## src/rtl/bfifo_pkg.sv

```systemverilog
package bfifo_pkg;

    typedef enum logic [2:0] {
        SP_IDLE,
        SP_CMD,
        SP_DATA,
        SP_DONE,
        SP_SKIP
    } spi_st_e;

    typedef enum logic [1:0] {
        IQ_IDLE,
        IQ_PULSE,
        IQ_HOLD
    } irq_st_e;

endpackage

```

## src/rtl/bfifo_store.sv

```systemverilog
module bfifo_store #(
    parameter int DEPTH = 32,
    localparam int CNT_W = $clog2(DEPTH + 1),
    localparam int PTR_W = $clog2(DEPTH)
) (
    input  logic             clk,
    input  logic             rst_n,
    input  logic             wr_en,
    input  logic             wr_bit,
    input  logic             init_req,
    input  logic             ovf_clr,
    input  logic             commit,
    input  logic [CNT_W-1:0] commit_n,
    output logic [DEPTH-1:0] window,
    output logic [CNT_W-1:0] level,
    output logic             ovf
);

    logic [DEPTH-1:0] mem_q;
    logic [PTR_W-1:0] wp_q, rp_q;
    logic [CNT_W-1:0] level_q;
    logic             ovf_q;

    logic [CNT_W-1:0] sub;
    logic [CNT_W-1:0] left;
    logic             ovw;

    always_comb begin
        sub  = '0;
        if (commit) begin
            sub = (commit_n > level_q) ? level_q : commit_n;
        end
        left = level_q - sub;
        ovw  = wr_en && (left == CNT_W'(DEPTH));
    end

    always_ff @(posedge clk or negedge rst_n) begin
        if (!rst_n) begin
            mem_q   <= '0;
            wp_q    <= '0;
            rp_q    <= '0;
            level_q <= '0;
            ovf_q   <= 1'b0;
        end else if (init_req) begin
            wp_q    <= '0;
            rp_q    <= '0;
            level_q <= '0;
            if (ovf_clr) begin
                ovf_q <= 1'b0;
            end
        end else begin
            if (wr_en) begin
                mem_q[wp_q] <= wr_bit;
                wp_q        <= wp_q + 1'b1;
            end
            rp_q    <= rp_q + PTR_W'(sub) + PTR_W'(ovw);
            level_q <= ovw ? left : (left + CNT_W'(wr_en));
            if (ovw) begin
                ovf_q <= 1'b1;
            end
        end
    end

    for (genvar i = 0; i < DEPTH; i++) begin : g_win
        assign window[i] = mem_q[rp_q + PTR_W'(i)];
    end

    assign level = level_q;
    assign ovf   = ovf_q;

    a_r3_level_bound: assert property (@(posedge clk) disable iff (!rst_n)
        level_q <= CNT_W'(DEPTH))
        else $error("R3: stored count above depth");

    a_r5_ovf_sticky: assert property (@(posedge clk) disable iff (!rst_n)
        (ovf_q && !ovf_clr) |=> ovf_q)
        else $error("R5: overflow flag dropped without its clearing event");

    a_r6_init_empties: assert property (@(posedge clk) disable iff (!rst_n)
        init_req |=> (level_q == '0))
        else $error("R6/R7/R8: initialisation left bits stored");

endmodule

```

## src/rtl/bfifo_spi.sv

```systemverilog
module bfifo_spi
    import bfifo_pkg::*;
#(
    parameter int          DEPTH     = 32,
    parameter int          CMD_W     = 8,
    parameter logic [7:0]  RD_OPCODE = 8'h3C,
    localparam int CNT_W   = $clog2(DEPTH + 1),
    localparam int STAT_W  = CNT_W + 2,
    localparam int SHIFT_W = DEPTH + STAT_W,
    localparam int FRM_LEN = CMD_W + SHIFT_W,
    localparam int FRM_CW  = $clog2(FRM_LEN + 1)
) (
    input  logic             clk,
    input  logic             rst_n,
    input  logic             spi_csn,
    input  logic             spi_sck,
    input  logic             spi_mosi,
    input  logic [DEPTH-1:0] window,
    input  logic [CNT_W-1:0] level,
    input  logic             ovf,
    output logic             sdo_data,
    output logic             sdo_en,
    output logic             commit,
    output logic [CNT_W-1:0] commit_n
);

    localparam logic [FRM_CW-1:0] CMD_LAST = FRM_CW'(CMD_W - 1);
    localparam logic [FRM_CW-1:0] FRM_LAST = FRM_CW'(FRM_LEN - 1);
    localparam logic [FRM_CW-1:0] FRM_END  = FRM_CW'(FRM_LEN);

    spi_st_e st, st_n;

    logic              csn_s, sck_s, sck_d, mosi_s;
    logic              rise, fall;
    logic [FRM_CW-1:0] bit_cnt;
    logic [CMD_W-1:0]  cmd_sh;
    logic [CMD_W-1:0]  cmd_full;
    logic [SHIFT_W-1:0] sh_q;
    logic              out_q;
    logic [CNT_W-1:0]  rep_q;
    logic [STAT_W-1:0] status;
    logic [STAT_W-1:0] stat_rev;

    assign rise     = sck_s && !sck_d;
    assign fall     = !sck_s && sck_d;
    assign cmd_full = {cmd_sh[CMD_W-2:0], mosi_s};

    always_comb begin
        status = {ovf, 1'b0, level};
        for (int k = 0; k < STAT_W; k++) begin
            stat_rev[k] = status[STAT_W-1-k];
        end
    end

    // next-state logic
    always_comb begin
        st_n = st;
        unique case (st)
            SP_IDLE: if (!csn_s) st_n = SP_CMD;
            SP_CMD: begin
                if (csn_s) begin
                    st_n = SP_IDLE;
                end else if (rise && bit_cnt == CMD_LAST) begin
                    st_n = (cmd_full == RD_OPCODE) ? SP_DATA : SP_SKIP;
                end
            end
            SP_DATA: begin
                if (csn_s) begin
                    st_n = SP_IDLE;
                end else if (rise && bit_cnt == FRM_LAST) begin
                    st_n = SP_DONE;
                end
            end
            SP_DONE: if (csn_s) st_n = SP_IDLE;
            SP_SKIP: if (csn_s) st_n = SP_IDLE;
            default: st_n = SP_IDLE;
        endcase
    end

    // state register
    always_ff @(posedge clk or negedge rst_n) begin
        if (!rst_n) begin
            st <= SP_IDLE;
        end else begin
            st <= st_n;
        end
    end

    // datapath
    always_ff @(posedge clk or negedge rst_n) begin
        if (!rst_n) begin
            csn_s   <= 1'b1;
            sck_s   <= 1'b0;
            sck_d   <= 1'b0;
            mosi_s  <= 1'b0;
            bit_cnt <= '0;
            cmd_sh  <= '0;
            sh_q    <= '0;
            out_q   <= 1'b0;
            rep_q   <= '0;
        end else begin
            csn_s  <= spi_csn;
            sck_s  <= spi_sck;
            sck_d  <= sck_s;
            mosi_s <= spi_mosi;
            if (csn_s) begin
                bit_cnt <= '0;
            end else if (rise && bit_cnt != FRM_END) begin
                bit_cnt <= bit_cnt + 1'b1;
            end
            if (st == SP_CMD && rise) begin
                cmd_sh <= cmd_full;
            end
            if (st == SP_CMD && st_n == SP_DATA) begin
                sh_q  <= {stat_rev, window};
                rep_q <= level;
            end else if (st == SP_DATA && fall) begin
                out_q <= sh_q[0];
                sh_q  <= sh_q >> 1;
            end
        end
    end

    // outputs
    always_comb begin
        sdo_en   = !spi_csn && (st == SP_DATA || st == SP_DONE);
        sdo_data = out_q;
        commit   = (st == SP_DONE) && csn_s;
        commit_n = rep_q;
    end

    a_r2_load_at_cmd_end: assert property (@(posedge clk) disable iff (!rst_n)
        (st == SP_DATA && $past(st) == SP_CMD) |-> (bit_cnt == FRM_CW'(CMD_W)))
        else $error("R2: window loaded away from the command boundary");

    a_r4_commit_once: assert property (@(posedge clk) disable iff (!rst_n)
        commit |=> !commit)
        else $error("R4: read committed twice");

endmodule

```

## src/rtl/bfifo_irq.sv

```systemverilog
module bfifo_irq
    import bfifo_pkg::*;
(
    input  logic clk,
    input  logic rst_n,
    input  logic msg_end,
    input  logic lock_en,
    input  logic slave_run,
    input  logic irq_high,
    input  logic release_i,
    output logic irq_o,
    output logic locked
);

    irq_st_e st, st_n;
    logic    lvl;

    always_comb begin
        st_n = st;
        unique case (st)
            IQ_IDLE, IQ_PULSE: begin
                if (msg_end) begin
                    st_n = (lock_en && slave_run) ? IQ_HOLD : IQ_PULSE;
                end else begin
                    st_n = IQ_IDLE;
                end
            end
            IQ_HOLD: if (release_i) st_n = IQ_IDLE;
            default: st_n = IQ_IDLE;
        endcase
    end

    always_ff @(posedge clk or negedge rst_n) begin
        if (!rst_n) begin
            st <= IQ_IDLE;
        end else begin
            st <= st_n;
        end
    end

    always_comb begin
        lvl    = (st != IQ_IDLE);
        irq_o  = irq_high ? lvl : !lvl;
        locked = (st == IQ_HOLD);
    end

    a_r10_hold_kept: assert property (@(posedge clk) disable iff (!rst_n)
        (locked && !release_i) |=> locked)
        else $error("R10: lock released without a read");

    a_r9_pulse_single: assert property (@(posedge clk) disable iff (!rst_n)
        (st == IQ_PULSE && !msg_end) |=> !lvl)
        else $error("R9: interrupt pulse longer than one cycle");

endmodule

```

## src/rtl/bitfifo_spi_rd.sv

```systemverilog
module bitfifo_spi_rd #(
    parameter int         DEPTH     = 32,
    parameter int         CMD_W     = 8,
    parameter logic [7:0] RD_OPCODE = 8'h3C
) (
    input  logic clk,
    input  logic rst_n,
    input  logic bit_valid,
    input  logic bit_data,
    input  logic frm_start,
    input  logic msg_end,
    input  logic cycle_start,
    input  logic cfg_init_cycle,
    input  logic cfg_init_frame,
    input  logic cfg_lock_en,
    input  logic slave_run,
    input  logic cfg_irq_high,
    input  logic spi_csn,
    input  logic spi_sck,
    input  logic spi_mosi,
    output logic sdo_data,
    output logic sdo_en,
    output logic irq_o
);

    localparam int CNT_W = $clog2(DEPTH + 1);

    logic [DEPTH-1:0] window;
    logic [CNT_W-1:0] level;
    logic [CNT_W-1:0] commit_n;
    logic             ovf, commit, locked;
    logic             init_req, ovf_clr, wr_en;

    assign ovf_clr  = frm_start && ovf;
    assign init_req = (cycle_start && cfg_init_cycle)
                    || ovf_clr
                    || (frm_start && cfg_init_frame && !locked);
    assign wr_en    = bit_valid && !locked;

    bfifo_store #(.DEPTH(DEPTH)) u_store (
        .clk      (clk),
        .rst_n    (rst_n),
        .wr_en    (wr_en),
        .wr_bit   (bit_data),
        .init_req (init_req),
        .ovf_clr  (ovf_clr),
        .commit   (commit),
        .commit_n (commit_n),
        .window   (window),
        .level    (level),
        .ovf      (ovf)
    );

    bfifo_spi #(.DEPTH(DEPTH), .CMD_W(CMD_W), .RD_OPCODE(RD_OPCODE)) u_spi (
        .clk      (clk),
        .rst_n    (rst_n),
        .spi_csn  (spi_csn),
        .spi_sck  (spi_sck),
        .spi_mosi (spi_mosi),
        .window   (window),
        .level    (level),
        .ovf      (ovf),
        .sdo_data (sdo_data),
        .sdo_en   (sdo_en),
        .commit   (commit),
        .commit_n (commit_n)
    );

    bfifo_irq u_irq (
        .clk       (clk),
        .rst_n     (rst_n),
        .msg_end   (msg_end),
        .lock_en   (cfg_lock_en),
        .slave_run (slave_run),
        .irq_high  (cfg_irq_high),
        .release_i (commit),
        .irq_o     (irq_o),
        .locked    (locked)
    );

    a_r12_quiet_when_deselected: assert property (@(posedge clk) disable iff (!rst_n)
        spi_csn |-> !sdo_en)
        else $error("R12: serial output driven while deselected");

    a_r10_no_write_locked: assert property (@(posedge clk) disable iff (!rst_n)
        (locked && !init_req && !commit && !ovf_clr) |=> $stable(level))
        else $error("R10: stored count moved while locked");

endmodule

```

## config.mk

```make
export PLATFORM = sky130hd
export DESIGN_NAME = bitfifo_spi_rd
export DESIGN_NICKNAME = d
export VERILOG_FILES = /design/src/rtl/bfifo_pkg.sv /design/src/rtl/bfifo_store.sv /design/src/rtl/bfifo_spi.sv /design/src/rtl/bfifo_irq.sv /design/src/rtl/bitfifo_spi_rd.sv
export SDC_FILE = /design/constraint.sdc
export NUM_CORES = 1
export LEC_CHECK = 0
export BUFFER_PORTS_ARGS = -buffer_cell sky130_fd_sc_hd__buf_2
export CORE_AREA = 2 2 150 152
export DETAILED_ROUTE_END_ITERATION = 8
export DIE_AREA = 0 0 152 154
export HOLD_SLACK_MARGIN = 0.12
export PLACE_DENSITY = 0.59
export SKIP_LAST_GASP = 1
export SYNTH_ARGS = -nofsm -noshare
export SYNTH_HDL_FRONTEND = slang
export SYNTH_SLANG_ARGS = --single-unit
```

## constraint.sdc

```tcl
create_clock -name clk -period 5.51 [get_ports clk]
set_clock_uncertainty 0.2 [all_clocks]
set_input_delay 0.551 -clock clk [delete_from_list [all_inputs] [get_ports clk]]
set_output_delay 0.551 -clock clk [all_outputs]
set_load 0.01 [all_outputs]
```

==> reports/summary.md, run 1 <==
* outcome: finished, final reports clean
* die boundary width: 152 um
* initial drt markers: 462
* Worst setup endpoint: u_store.rp_q[4]
* post-placement cell count: 1109
* TritonCTS clock tree: built
* Worst Setup SP: u_store.level[3]
* net switching power of the design: 953 uW
* startpoint of the worst register-to-register path: u_store.level[3]
* H-tree lvl count: 4
* area post-placement: 8910 um^2
* standard-cell row count: 54
* sequential cell area fraction in the yosys report: 0.345
* share of total power consumed by net switching: 0.322
* global route overflow: 0
* Internal Dissipation: 2.01 mW
* most frequent cells in the layout: nand2_1 (127), dfrtp_1 (116), nor2_1 (73)
* fraction of final layout cells with drive strength greater than 1: 0.178
* maximum clock rate: 194 MHz
* n_diodes: 0
* final weighted congestion in routability-driven placement: 0.873
* routed length per instance: 18.6 um
* number of maximum-capacitance violations: 0
* biggest area consumer among synthesized cells: dfrtp_1
* critical path type: flop to flop
* y dimension of the die: 154 um
* total of warnings raised by yosys: 0
* required arrival time at the worst endpoint: 5650 ps
* vias per cell: 5.73
* Clk pwr share: 0.376
* nature of the critical path startpoint: flop
* library cells used by synthesis: 61
* fill cell total of the finished layout: 2030
* buffer count from post-CTS setup fixing: 0
* headroom to the max-slew limit: 0.306
* flip-flop and latch count after synthesis: 118
* r2r worst-path depth: 23
* worst skew pair latency: 420 ps
* Critical Path End Type: flop
* part of the power in combinational logic: 0.280
* Gate Count Post-Synth: 844
* Final Worst Setup Slack: 350 ps
* final-report setup violation count: 0
* total half-perimeter wirelength after legalization and detailed placement: 15.2 mm
* worst supply voltage drop on vdd: 0.000225 V
* buffer type at the clock tree root: clkbuf_16
* final design utilization: 0.442
* most instantiated flip-flop cell in the synthesis netlist: dfrtp_1
* share of total power in sequential cells: 0.345
* first-pass iteration count of the detailed router: 5
* power density over the cells: 308 nW/um^2
* post-route clock period utilization: 0.937
* average footprint of a synthesized cell: 10.2 um^2
* total wirelength of the detailed-routed design: 21.4 mm
* post-route minimum period: 5160 ps
* via count of the first global-routing pass: 6356
* area enclosed by the die boundary: 23400 um^2
* count of port buffers added during placement: 17
* cells taking the most area after synthesis: dfrtp_1 (34%), mux4_2 (11%), mux2i_1 (5.7%)
* count of nets after finishing: 905
* total via count in the routed design: 6567
* maximum number of buffers from clock root to sink: 2
* wire length of the first global-routing pass: 35.0 mm
* proportion of synthesized flip-flops having asynchronous set or reset: 1.00
* num ports: 18
* Worst Path Arrival: 5300 ps
* terminus of the critical flop-to-flop path: u_store.rp_q[4]
* EDFF count, synth: 0
* max-slew violations: 0
* synth-to-layout area growth: 11.9%
* post-detailed-route count of antenna-violating nets: 0
* number of buffers inserted during clock tree synthesis: 17
* register-to-register path setup slack: 350 ps
* transition time of the tightest slew-check pin: 1040 ps
* Post-Place Worst Slack: 249 ps
* core footprint: 21700 um^2
* Static Leak: 4.11 nW
* leading cell type in the layout, fill and taps excluded: nand2_1
* post-synthesis instance area: 8570 um^2
* area occupied by multi-input gates: 5350 um^2
* starting utilization of the core area: 0.395
* DRC viols: 0
* Tightest Hold Check Type: input port to async pin
* number of antenna violations at the first check in global routing: 0
* Worst-path clk slew: 60 ps
* post-layout total power: 2.96 mW
* Yosys top cell area share: 0.342
* register cell area after layout: 2960 um^2
* count of placed standard cells in the final layout, fillers left out: 1146
* final hold vios: 0
* area of all placed cells without fillers: 9590 um^2
* overall fraction of global-route tracks in use: 0.186
* Num Clock Sinks: 118
* maximum fanout encountered on the critical timing path: 4
* pin count of the biggest net entering global routing: 80
* post-synthesis net count: 896
==> synth_stat cells, types with 7 or more instances <==
cell	instances
xor2_1	15
inv_1	25
nand3_1	43
xnor2_1	27
mux4_2	40
a22oi_1	25
mux2_2	42
o21ai_0	24
a222oi_1	11
dfrtp_1	117
nand4_1	13
ha_1	34
mux4_1	12
buf_2	11
and3_1	7
clkbuf_1	30
nor2b_1	10
nand2b_1	9
nor2_1	74
nand2_1	127
mux2i_1	49
a21oi_1	22
==> area by class of cell <==
type	instances	area share
multi-input combinational	654	0.558
sequential	118	0.308
clock buffer	21	0.0491
tap	280	0.0365
timing repair buffer	35	0.0245
clock inverter	11	0.0130
inverter	27	0.0106
==> stage by stage <==
stage | hold WS [ps] | setup TNS (ps)
after floorplan | 55.4 | 0
after global placement | 253 | 0
after detailed placement | 265 | 0
after CTS | 152 | 0
after global routing | 167 | -21.4
final | 92.4 | 0
==> power by group through the flow <==
stage	combinational (mW)	clock, mW	sequential, mW
floorplan	0.611	0	1.00
global placement	0.781	0	1.03
detailed placement	0.786	0	1.03
CTS	0.794	1.13	1.02
global route	0.906	1.18	1.03
finish	0.828	1.11	1.02
==> worst max-delay path, cell delays in order (launching register included) <==
cell	delay (ps)
dfrtp_1	410
inv_1	80
ha_1	310
and4_1	210
and3_1	230
a31oi_4	210
buf_4	180
mux2i_1	60
nand2b_1	160
ha_1	360
o21a_1	120
o31a_1	140
o21ai_0	110
a211o_1	380
a2111oi_4	370
inv_1	100
fa_1	370
inv_1	90
fa_1	210
a21o_1	140
a21oi_1	70
xnor2_1	130
or3_1	300
a21oi_1	130
==> registers in the layout, summed over array words and instances, names as in the netlist <==
register        flops
u_irq.st            2
u_spi.bit_cnt       6
u_spi.cmd_sh        7
u_spi.commit_n      6
u_spi.csn_s         1
u_spi.mosi_s        1
u_spi.sck_d         1
u_spi.sck_s         1
u_spi.sdo_data      1
u_spi.sh_q         40
u_spi.st            3
u_store.level       6
u_store.mem_q      32
u_store.ovf         1
u_store.rp_q        5
u_store.wp_q        5
==> cell families (layout without fill, tap and decap cells) <==
kind of cell    count (synthesis)  after routing  synth area share
compound gates                115            115            0.0933
xor+xnor                       43             43            0.0448
fa+ha+maj                      37             37            0.0566
buf+inv                        72             94            0.0359
flops                         118            118             0.345
mux                           143            143             0.254
simple gates                  316            316             0.171
==> routing by layer <==
metal	share of wire	wire, um	track usage	vias up
met5	0	0	0	-
met4	0.018	392	0.0570	0
met3	0.045	961	0.0409	23
met2	0.46	9770	0.289	156
met1	0.48	10200	0.261	3260
li1	-	-	-	3128
==> timing repair <==
item | in CTS | in global routing
setup endpoints to repair | 0 | 1
endpoints found under the hold margin | 4 | 0
resized for setup | 0 | 6
hold buffers | 5 | 0
==> how the worst min path moves through the flow <==
stage | endpoint | start | slack, ps | depth (start not counted)
3_3_place_gp | u_spi.sh_q[34] | u_spi.sh_q[34] | 250 | 2
4_1_cts | u_spi.bit_cnt[1] | rst_n | 150 | 1
6_report | u_spi.bit_cnt[0] | rst_n | 90 | 1
3_5_place_dp | u_spi.sh_q[36] | u_spi.sh_q[36] | 260 | 2
2_1_floorplan | u_irq.st[0] | rst_n | 60 | 0
5_1_grt | u_spi.bit_cnt[1] | rst_n | 170 | 1
Power figures use the tool's default switching activity.
==> inputs of run 2 (changes only) <==
==> constraint.sdc (replaced) <==
create_clock -name clk -period 5.5 [get_ports clk]
set_clock_uncertainty 0.2 [all_clocks]
set_input_delay 0.55 -clock clk [delete_from_list [all_inputs] [get_ports clk]]
set_output_delay 0.55 -clock clk [all_outputs]
set_load 0.01 [all_outputs]
==> run 2 against run 1 <==
Fmax down 0.37%. Worst setup slack lost 29 ps. Die area stayed put. Final area increased by 0.40%. Highest routed layer unchanged.
==> reports/summary.md, run 2 (same netlist as run 1, synthesis figures left out) <==
* total negative slack: 0 ps, unchanged
* headroom to the max-slew limit: 0.309, +0.00262
* outcome: finished, final reports clean
* leading cell type in the layout, fill and taps excluded: nand2_1
* number of buffers inserted during clock tree synthesis: 17, unchanged
* via count of the first global-routing pass: 6347, -0.14%
* power density over the cells: 313 nW/um^2, +1.4%
* vias per cell: 5.79, +1.1%
* top register by number of flip-flops: u_spi.sh_q
* RSZ-0062 raised after global routing: false
* global route overflow: 0, unchanged
* cell at the slowest stage of the critical path: dfrtp_1
* fill cell total of the finished layout: 2051, +1.0%
* final hold vios: 0, unchanged
* wire length of the first global-routing pass: 34.7 mm, -0.85%
* count of placed standard cells in the final layout, fillers left out: 1148, +0.17%
* pin count of the biggest net entering global routing: 80, unchanged
* H-tree lvl count: 4, unchanged
* met3 routed wirelength: 728 um, -24%
* area post-placement: 8910 um^2, unchanged
* terminus of the critical flop-to-flop path: u_store.rp_q[4]
* transition time of the tightest slew-check pin: 1040 ps, -3.92 ps
* Worst Path Arrival: 5320 ps, +20 ps
* post-route minimum period: 5180 ps, +19.3 ps
* die boundary width: 152 um, unchanged
* post-layout total power: 3.01 mW, +1.8%
* number of maximum-capacitance violations: 0, unchanged
* initial drt markers: 470, +1.7%
* worst skew pair latency: 420 ps, about the same
* uppermost layer routed: met4
* minimum hold slack: 111 ps, +18.5 ps
* final-report setup violation count: 0, unchanged
* DRT met1 WL: 10.2 mm, about the same
* buffer type at the clock tree root: clkbuf_16
* total wirelength of the detailed-routed design: 21.3 mm, -0.27%
* post-placement cell count: 1109, unchanged
* maximum number of buffers from clock root to sink: 2, unchanged
* Static Leak: 4.13 nW, +0.70%
* Final Worst Setup Slack: 320 ps, -29.3 ps
* maximum fanout encountered on the critical timing path: 4, unchanged
* total via count in the routed design: 6651, +1.3%
* Num Clock Sinks: 118, unchanged
* fraction of final layout cells with drive strength greater than 1: 0.180, +0.00189
* Post-Place Worst Slack: 250 ps, +0.972 ps
* TritonCTS clock tree: built
* number of antenna violations at the first check in global routing: 0, unchanged
* area of all placed cells without fillers: 9630 um^2, +0.40%
* routed length per instance: 18.6 um, -0.44%
* list of cells traversed by the critical path: inv_1 > ha_1 > and4_1 > and3_1 > a31oi_4 > buf_4 > mux2i_1 > nand2b_1 > ha_1 > o21a_1 > o31a_1 > o21ai_0 > a211o_1 > a2111oi_4 > inv_1 > fa_1 > inv_1 > fa_1 > a21o_1 > a21oi_1 > xnor2_1 > or3_1 > a21oi_1
* total half-perimeter wirelength after legalization and detailed placement: 15.2 mm, -0.26%
* post-detailed-route count of antenna-violating nets: 0, unchanged
* register-to-register path setup slack: 320 ps, -30 ps
* standard-cell row count: 54, unchanged
* y dimension of the die: 154 um, unchanged
* final weighted congestion in routability-driven placement: 0.873, unchanged
* r2r worst-path depth: 23, unchanged
* count of nets after finishing: 907, +0.22%
* overall fraction of global-route tracks in use: 0.184, -0.00217
* Tightest Hold Check Type: input port to async pin
* most numerous cell on the critical path: inv_1
* Largest regs: u_spi.sh_q: 40 flops, u_store.mem_q: 32 flops, u_spi.cmd_sh: 7 flops
* startpoint of the worst register-to-register path: u_store.level[3]
* Worst-path clk slew: 60 ps, about the same
* n_diodes: 0, unchanged
* maximum clock rate: 193 MHz, -0.37%
* starting utilization of the core area: 0.395, unchanged
* synth-to-layout area growth: 12.3%
* nature of the critical path startpoint: flop
* max reg flops: 40, unchanged
* most frequent cells in the layout: nand2_1 (127), dfrtp_1 (116), nor2_1 (73)
* first-pass iteration count of the detailed router: 5, unchanged
* num ports: 18, unchanged
* Critical Path End Type: flop
* DRC viols: 0, unchanged
* post-route clock period utilization: 0.942, +0.00521
* max-slew violations: 0, unchanged
* maximum single-stage delay on the critical path: 410 ps, about the same
* worst supply voltage drop on vdd: 0.000252 V, +12%
* count of port buffers added during placement: 17, unchanged
* final design utilization: 0.444, +0.00179
* core footprint: 21700 um^2, unchanged
* area enclosed by the die boundary: 23400 um^2, unchanged
* required arrival time at the worst endpoint: 5640 ps, about the same
* detailed-routed wire length on met2: 9.93 mm, +1.6%
* critical path type: flop to flop
[run 2: cell count changes in the layout (fill, tap and decap cells not counted)]
cell        delta
buf_4          +2
bufinv_16      +1
clkinv_4       +1
clkinvlp_4     -2
[run 2: power by group]
part           internal [mW]  total (mW)  switching, mW
Sequential             0.941        1.02         0.0792
Clock                  0.748        1.16          0.411
Combinational          0.371       0.833          0.462
Total                   2.06        3.01          0.952
[run 2: layer usage]
metal / vias to the layer above / global-route usage
li1: 3136 / -
met2: 147 / 0.288
met5: - / 0
met4: 0 / 0.0641
met1: 3346 / 0.259
met3: 22 / 0.0299
[run 2: repair_timing]
action                                  in CTS  in global routing
hold buffers                                 5                  0
gates resized for setup                      0                  6
setup buffers                                0                  2
endpoints found under the setup margin       0                  1
hold endpoints to repair                     4                  0
[run 2: worst max-delay path by stage]
stage / slack, ps / cells after the start / startpoint / end
floorplan: 420 / 23 / u_store.level[4] / u_store.rp_q[4]
detailed placement: 250 / 23 / u_store.level[4] / u_store.rp_q[4]
CTS: 200 / 23 / u_store.level[4] / u_store.rp_q[4]
global route: 4 / 23 / u_store.level[3] / u_store.rp_q[4]
finish: 320 / 23 / u_store.level[3] / u_store.rp_q[4]
global placement: 320 / 23 / u_store.level[3] / u_store.rp_q[4]
[run 2: layout make-up]
class	count	area, um^2	share of cell area
Clock buffer	21	470	0.0489
Inverter	27	101	0.0105
Sequential cell	118	2960	0.307
Tap cell	280	350	0.0364
Timing Repair Buffer	37	250	0.0260
Clock inverter	11	149	0.0155
Multi-Input combinational cell	654	5350	0.556
[run 2: critical path, delay by kind of cell, from the launching register on]
family          cells  cell delay, ps
xor+xnor            1             130
buf+inv             4             450
mux                 1              70
compound gates      9            1670
simple gates        4             890
fa+ha+maj           4            1270
flops               1             410
